===== src/rtl/tlb_pkg.sv =====
package tlb_pkg;
  localparam int LEVELS   = 3;
  localparam int IDX_BITS = 9;
  localparam int VPN_W    = LEVELS * IDX_BITS;
  localparam int PERM_W   = 4;

  typedef enum logic [1:0] {
    LVL_4K = 2'd0,
    LVL_2M = 2'd1,
    LVL_1G = 2'd2
  } pg_level_e;

  // Number of low page-number bits a page of this size does not tag.
  function automatic int span_bits(input pg_level_e lvl);
    case (lvl)
      LVL_4K:  return 0;
      LVL_2M:  return IDX_BITS;
      default: return 2 * IDX_BITS;
    endcase
  endfunction
endpackage


===== src/rtl/tlb_cam.sv =====
module tlb_cam
  import tlb_pkg::*;
#(
  parameter int ENTRIES = 32
) (
  input  logic [ENTRIES-1:0] valid_vec,
  input  logic [VPN_W-1:0]   tag_arr [ENTRIES],
  input  pg_level_e          lvl_arr [ENTRIES],
  input  logic [VPN_W-1:0]   probe_vpn,
  output logic [ENTRIES-1:0] match_vec
);
  for (genvar g = 0; g < ENTRIES; g++) begin : g_cmp
    logic [VPN_W-1:0] care;
    always_comb begin
      care         = {VPN_W{1'b1}} << span_bits(lvl_arr[g]);
      match_vec[g] = valid_vec[g] && (((tag_arr[g] ^ probe_vpn) & care) == '0);
    end
  end
endmodule


===== src/rtl/tlb_victim.sv =====
module tlb_victim #(
  parameter int ENTRIES = 32,
  localparam int IW = (ENTRIES > 1) ? $clog2(ENTRIES) : 1
) (
  input  logic               clk,
  input  logic               rst_n,
  input  logic [ENTRIES-1:0] valid_vec,
  input  logic               advance,
  output logic               full,
  output logic [IW-1:0]      idx
);
  logic [IW-1:0] rr_q;
  logic [IW-1:0] free_idx;
  logic          free_found;

  always_comb begin
    free_found = 1'b0;
    free_idx   = '0;
    for (int i = ENTRIES - 1; i >= 0; i--) begin
      if (!valid_vec[i]) begin
        free_found = 1'b1;
        free_idx   = IW'(i);
      end
    end
  end

  assign full = !free_found;
  assign idx  = free_found ? free_idx : rr_q;

  always_ff @(posedge clk or negedge rst_n) begin
    if (!rst_n)
      rr_q <= '0;
    else if (advance && full)
      rr_q <= (rr_q == IW'(ENTRIES - 1)) ? '0 : rr_q + 1'b1;
  end

  // a refill into a non-full buffer lands on an empty entry
  assert_victim_free_R8: assert property (@(posedge clk) disable iff (!rst_n)
    !full |-> !valid_vec[idx]);
endmodule


===== src/rtl/tlb_xlate.sv =====
module tlb_xlate
  import tlb_pkg::*;
#(
  parameter int ENTRIES = 32,
  parameter int PPN_W   = 28
) (
  input  logic [ENTRIES-1:0] match_vec,
  input  logic [PPN_W-1:0]   ppn_arr  [ENTRIES],
  input  pg_level_e          lvl_arr  [ENTRIES],
  input  logic [PERM_W-1:0]  perm_arr [ENTRIES],
  input  logic [VPN_W-1:0]   vpn,
  output logic [PPN_W-1:0]   ppn_out,
  output logic [PERM_W-1:0]  perm_out
);
  localparam int MW = (PPN_W < VPN_W) ? PPN_W : VPN_W;

  logic [PPN_W-1:0] ppn_or;
  logic [1:0]       lvl_or;
  logic [PPN_W-1:0] vpn_ext;
  logic [PPN_W-1:0] low_mask;

  always_comb begin
    ppn_or   = '0;
    lvl_or   = '0;
    perm_out = '0;
    for (int i = 0; i < ENTRIES; i++) begin
      if (match_vec[i]) begin
        ppn_or   = ppn_or | ppn_arr[i];
        lvl_or   = lvl_or | lvl_arr[i];
        perm_out = perm_out | perm_arr[i];
      end
    end
    vpn_ext          = '0;
    vpn_ext[MW-1:0]  = vpn[MW-1:0];
    low_mask         = ~({PPN_W{1'b1}} << span_bits(pg_level_e'(lvl_or)));
    ppn_out          = (ppn_or & ~low_mask) | (vpn_ext & low_mask);
  end
endmodule


===== src/rtl/tlb_fa.sv =====
module tlb_fa
  import tlb_pkg::*;
#(
  parameter int ENTRIES = 32,
  parameter int PPN_W   = 28,
  localparam int IW = (ENTRIES > 1) ? $clog2(ENTRIES) : 1
) (
  input  logic              clk,
  input  logic              rst_n,
  input  logic              lk_valid,
  input  logic [VPN_W-1:0]  lk_vpn,
  output logic              lk_hit,
  output logic              lk_miss,
  output logic [PPN_W-1:0]  lk_ppn,
  output logic [PERM_W-1:0] lk_perm,
  input  logic              refill_valid,
  input  logic [VPN_W-1:0]  refill_vpn,
  input  logic [PPN_W-1:0]  refill_ppn,
  input  logic [1:0]        refill_level,
  input  logic              refill_global,
  input  logic [PERM_W-1:0] refill_perm,
  input  logic              fence_valid,
  input  logic              fence_addr_nz,
  input  logic              fence_asid_nz
);
  logic [ENTRIES-1:0] valid_q;
  logic [ENTRIES-1:0] glob_q;
  logic [VPN_W-1:0]   tag_q  [ENTRIES];
  logic [PPN_W-1:0]   ppn_q  [ENTRIES];
  pg_level_e          lvl_q  [ENTRIES];
  logic [PERM_W-1:0]  perm_q [ENTRIES];

  logic [ENTRIES-1:0] match_vec;
  logic [ENTRIES-1:0] kill_vec;
  logic [IW-1:0]      vic_idx;
  logic               vic_full;
  logic               probe;
  logic               one_hit;
  logic               multi_hit;
  logic               refill_go;
  int                 hit_cnt;

  // Shared compare: lookups and address fences both drive lk_vpn.
  tlb_cam #(.ENTRIES(ENTRIES)) u_cam (
    .valid_vec (valid_q),
    .tag_arr   (tag_q),
    .lvl_arr   (lvl_q),
    .probe_vpn (lk_vpn),
    .match_vec (match_vec)
  );

  tlb_xlate #(.ENTRIES(ENTRIES), .PPN_W(PPN_W)) u_xlate (
    .match_vec (match_vec),
    .ppn_arr   (ppn_q),
    .lvl_arr   (lvl_q),
    .perm_arr  (perm_q),
    .vpn       (lk_vpn),
    .ppn_out   (lk_ppn),
    .perm_out  (lk_perm)
  );

  tlb_victim #(.ENTRIES(ENTRIES)) u_victim (
    .clk       (clk),
    .rst_n     (rst_n),
    .valid_vec (valid_q),
    .advance   (refill_go),
    .full      (vic_full),
    .idx       (vic_idx)
  );

  always_comb begin
    hit_cnt = 0;
    for (int i = 0; i < ENTRIES; i++) hit_cnt += int'(match_vec[i]);
  end

  assign probe     = lk_valid && !fence_valid;
  assign one_hit   = (hit_cnt == 1);
  assign multi_hit = probe && (hit_cnt > 1);
  assign lk_hit    = probe && one_hit;
  assign lk_miss   = probe && !one_hit;
  assign refill_go = refill_valid && !fence_valid && !multi_hit;

  always_comb begin
    for (int i = 0; i < ENTRIES; i++)
      kill_vec[i] = fence_valid && (!fence_addr_nz || match_vec[i]) &&
                    !(fence_asid_nz && glob_q[i]);
  end

  always_ff @(posedge clk or negedge rst_n) begin
    if (!rst_n) begin
      valid_q <= '0;
    end else if (multi_hit) begin
      valid_q <= '0;
    end else begin
      valid_q <= valid_q & ~kill_vec;
      if (refill_go) valid_q[vic_idx] <= 1'b1;
    end
  end

  always_ff @(posedge clk) begin
    if (refill_go) begin
      tag_q[vic_idx]  <= refill_vpn;
      ppn_q[vic_idx]  <= refill_ppn;
      lvl_q[vic_idx]  <= pg_level_e'(refill_level);
      perm_q[vic_idx] <= refill_perm;
      glob_q[vic_idx] <= refill_global;
    end
  end

  // conflicting match empties the buffer
  assert_multihit_flush_R4: assert property (@(posedge clk) disable iff (!rst_n)
    (probe && $countones(match_vec) > 1) |=> (valid_q == '0));

  // unqualified fence empties the buffer
  assert_fence_all_R5: assert property (@(posedge clk) disable iff (!rst_n)
    (fence_valid && !fence_addr_nz && !fence_asid_nz) |=> (valid_q == '0));

  // address-space fence keeps global entries
  assert_global_kept_R6: assert property (@(posedge clk) disable iff (!rst_n)
    (fence_valid && fence_asid_nz) |=> (($past(valid_q & glob_q) & ~valid_q) == '0));

  // address fence keeps entries that do not match
  assert_addr_fence_local_R7: assert property (@(posedge clk) disable iff (!rst_n)
    (fence_valid && fence_addr_nz) |=> (($past(valid_q & ~match_vec) & ~valid_q) == '0));

  // no entry becomes valid across a fence cycle
  assert_refill_dropped_R9: assert property (@(posedge clk) disable iff (!rst_n)
    fence_valid |=> ((valid_q & ~$past(valid_q)) == '0));

  // refill into a buffer with room adds exactly one entry
  assert_refill_grows_R8: assert property (@(posedge clk) disable iff (!rst_n)
    (refill_go && !vic_full) |=> ($countones(valid_q) == $countones($past(valid_q)) + 1));
endmodule


===== config.mk =====
export PLATFORM = sky130hd
export DESIGN_NAME = tlb_fa
export DESIGN_NICKNAME = d
export VERILOG_FILES = /design/src/rtl/tlb_pkg.sv /design/src/rtl/tlb_cam.sv /design/src/rtl/tlb_victim.sv /design/src/rtl/tlb_xlate.sv /design/src/rtl/tlb_fa.sv
export SDC_FILE = /design/constraint.sdc
export NUM_CORES = 2
export LEC_CHECK = 0
export BUFFER_PORTS_ARGS = -buffer_cell sky130_fd_sc_hd__buf_2
export CORE_AREA = 2 2 420 589
export CTS_BUF_LIST = sky130_fd_sc_hd__clkbuf_2 sky130_fd_sc_hd__clkbuf_4 sky130_fd_sc_hd__clkbuf_8
export DETAILED_ROUTE_END_ITERATION = 6
export DIE_AREA = 0 0 422 591
export PLACE_DENSITY_LB_ADDON = 0.3
export SETUP_SLACK_MARGIN = 0.3
export SYNTH_ARGS = -nofsm -noshare
export SYNTH_HDL_FRONTEND = slang
export SYNTH_HIERARCHICAL = 1
export SYNTH_SLANG_ARGS = --single-unit

===== constraint.sdc =====
create_clock -name clk -period 23.5 [get_ports clk]
set_input_delay 2.35 -clock clk [delete_from_list [all_inputs] [get_ports clk]]
set_output_delay 2.35 -clock clk [all_outputs]
set_load 0.03 [all_outputs]

==> flow_summary.toml <==
[run_status]
status = "finished, violations left"
failed_checks = "design-rule violations"

[floorplan]
row_count = 215
fp.dieW_um = 422
dieArea_um2 = 249400
floorplan.initialDensity = 0.3281
die_h_um = 591
core_area_um2 = 244300
floorplan.io_pins = 130

[timing]
timing.fmax_mhz = 80.90
worstMarginPinSlew_ns = 1.183
final.min_clock_period_ns = 12.36
clock-skew-final_ns = 0.07681
timing_hold_violations_final = 0
rsz0062_at_grt = "false"
post-route-period-util = 0.5260
drv_slew = 0
setup_total_negative_slack_ns = 0
maxSlewHeadroom = 0.2111
setup_viol = 0

[synthesis]
post_synth_instance_area_um2 = 80140
synth_warnings = 6
main_combinational_cell_family_by_area_after_synthesis = "XOR/XNOR gates"
postSynthCellCount = 4637
synth_edf_count = 1984
seq_total_area_yosys = 0.7550
syn-mean-instance-area_um2 = 17.28
post_synth_mux_area_share = 0.002108
post-synth-top-area-cell = "edfxtp_1"
synth_xor_area_frac = 0.09443
synth_cell_type_count = 66
synthAdderAreaFrac = 0.007400
postSynthRegisterBits = 2021
synth_compound_area_frac = 0.07327
synth_top_area_cells = "edfxtp_1 74%, xnor2_1 5.1%, xor2_1 4.4%"
post_synthesis_simple_gate_area_fraction = 0.04802
syn_nets = 4766
synth_ff_type = "edfxtp_1"
post-synth-top-area-fraction = 0.7434
async_flop_share = 0.01831

[pwr]
p_leak_uw = 0.02855
design_power_total_uw = 7109
peakVddDrop_mv = 0.03806
power.density_nw_per_um2 = 78.50

[clock_network]
post_cts_hold_buffer_count = 0
cts_max_path_buffers = 4
clk_pin_slew_worst_paths_ns = 0.07
htree_levels = 5
tritoncts = "yes"
tritoncts.num_buffers = 306
worstSkewPairLatency_ns = 0.95
post-cts-setup-buffers = 0
cts_root_buf = "clkbuf_8"
cts_resized = 0
cts.sinks = 2021

[worst_hold_path]
hold_path_class = "reg2reg"

[worst_setup_path]
worst_ep_arrival_time_ns = 10.01
crit_type = "in2out"
worstPathMaxFanout = 36
worstPathRequired_ns = 21.15
critPathCaptureType = "output port"
cp-start-kind = "input port"

[grt]
largest_net_degree_at_the_start_of_global_routing = 48
grt_remaining_overflow = 0
global_route.usage.total = 0.2136
antenna_violations_before_repair = 28
grt_first_pass_wirelength_um = 374200
number_of_global_route_vias_before_repair = 45790

[cells_and_area]
instances_no_fill = 8436
syn_to_final_growth_pct = 13.01
final_core_util = 0.3708
finalNetCount = 5083
stdcell_area_um2 = 90570
post_route_cells_drive_above_1_share = 0.1681

[drt]
finalWirelength_um = 275000
routedWlPerCell_um = 32.60
dr.pass1.iters = 7
avgViaCountPerCell = 5.521
drt_first_iter_violations = 5278
antenna_violating_nets_post_route = 0
final_routed_drc_violation_total = 1
dr_total_vias = 46570

[run]
timing.max_cap.violations = 0

[place]
dp_hpwl_um = 151200
place.detailed.instances = 7901
dpl_cell_area_um2 = 84830
weighted_congestion_reported_at_the_end_of_routability_driven_placement = 0.9031
port_buffers = 129
==> per-stage QoR <==
step | hold slack [ns] | worst slack [ns]
2_1_floorplan | 0.4758 | 10.93
3_3_place_gp | 0.5247 | 10.87
3_5_place_dp | 0.5385 | 10.88
4_1_cts | 0.5559 | 11.08
5_1_grt | 0.5886 | 10.95
6_report | 0.5570 | 11.14
==> cells by family (layout without fill, tap and decap cells) <==
family                     count (synthesis)  after routing
and+or+nand+nor                          650            650
xor gates and xnor gates                 864            864
muxes                                     12             12
adders and majority gates                 33             33
DFF                                     2021           2021
buffers and inverters                    317            855
AOI/OAI and AO/OA                        740            740
other                                      0              6
==> cell type report <==
type,count,area (µm²)
diodes,6,15.01
clock buffers,413,5071
inverters,53,198.9
repair buffers,273,1729
well taps,3255,4073
flip-flops and latches,2021,60500
fillers,22920,153700
multi-input cells,2299,18330
clock inverters,116,650.6
==> power by group <==
group          leakage [µW]  internal (µW)  switching (µW)
registers            0.0184           4010            19.4
logic               0.00717           72.4             205
clock network       0.00301           1440            1360
==> final timing paths <==
check / startpoint / endpoint / slack [ns] / depth (start not counted)
min in group asynchronous: rst_n / valid_q[8] / 1.59 / 1
max: lk_vpn[13] / lk_miss / 11.14 / 23
max reg2reg: tag_q[331] / ppn_q[205] / 13.75 / 23
max in group asynchronous: rst_n / valid_q[9] / 21.31 / 1
min: u_victim/rr_q[4] / u_victim/rr_q[4] / 0.56 / 1
min reg2reg: u_victim/rr_q[4] / u_victim/rr_q[4] / 0.56 / 1
==> sequential cells by signal, summed over array words and instances (netlist names) <==
| name | count |
|---|---|
| perm_q | 128 |
| u_victim/rr_q | 5 |
| lvl_q | 64 |
| tag_q | 864 |
| glob_q | 32 |
| valid_q | 32 |
| ppn_q | 896 |
==> synthesized netlist by cell type (all sizes together) (4+ instances only) <==
cell,n
xor2,399
o2111ai,27
nor2,66
a22o,56
a211oi,34
a41o,6
a31oi,18
nor3,77
dfrtp,37
nand2b,4
mux2,12
nor4,101
o2111a,27
a221oi,57
clkbuf,107
nand2,48
nand3,96
a22oi,432
a21oi,33
o21ai,10
ha,9
fa,24
buf,157
nand4,154
and2,33
nor2b,34
o31ai,33
edfxtp,1984
xnor2,465
or4,23
inv,53
==> metal layers <==
metal | GRT usage | up-vias | part of all wire
li1 | - | 18820 | -
met1 | 0.2643 | 24690 | 0.38
met2 | 0.3643 | 2464 | 0.49
met3 | 0.03410 | 577 | 0.077
met4 | 0.1037 | 26 | 0.054
met5 | 0 | - | 0.00061
==> layout by cell type, fill, tap and decap left out, drive strengths merged, types with 33 or more instances in the layout <==
master and instances:
xor2 399, a22oi 432, dfrtp 37, nor2 66
buf 273, and2 33, a22o 56, clkinv 96
o31ai 33, nand2 48, nor2b 34, a21oi 33
a221oi 57, clkbuf 413, inv 60, xnor2 465
nand3 96, edfxtp 1984, nor4 101, a211oi 34
nand4 154, nor3 77
==> worst max-delay path, stage by stage <==
cell	delay, ns
buf_2	0.42
buf_4	0.54
xor2_1	0.15
nor4_2	0.25
o2111ai_1	0.15
nor3_1	0.33
o2111a_2	0.23
buf_4	0.63
inv_1	0.16
fa_1	0.59
fa_1	0.43
fa_1	0.51
fa_1	0.43
fa_1	0.51
fa_1	0.41
inv_1	0.08
ha_1	0.18
inv_1	0.07
fa_1	0.45
nor2b_1	0.18
a21oi_1	0.49
o21ba_2	0.24
buf_2	0.19
No activity file was read; power rests on OpenSTA's default activity.
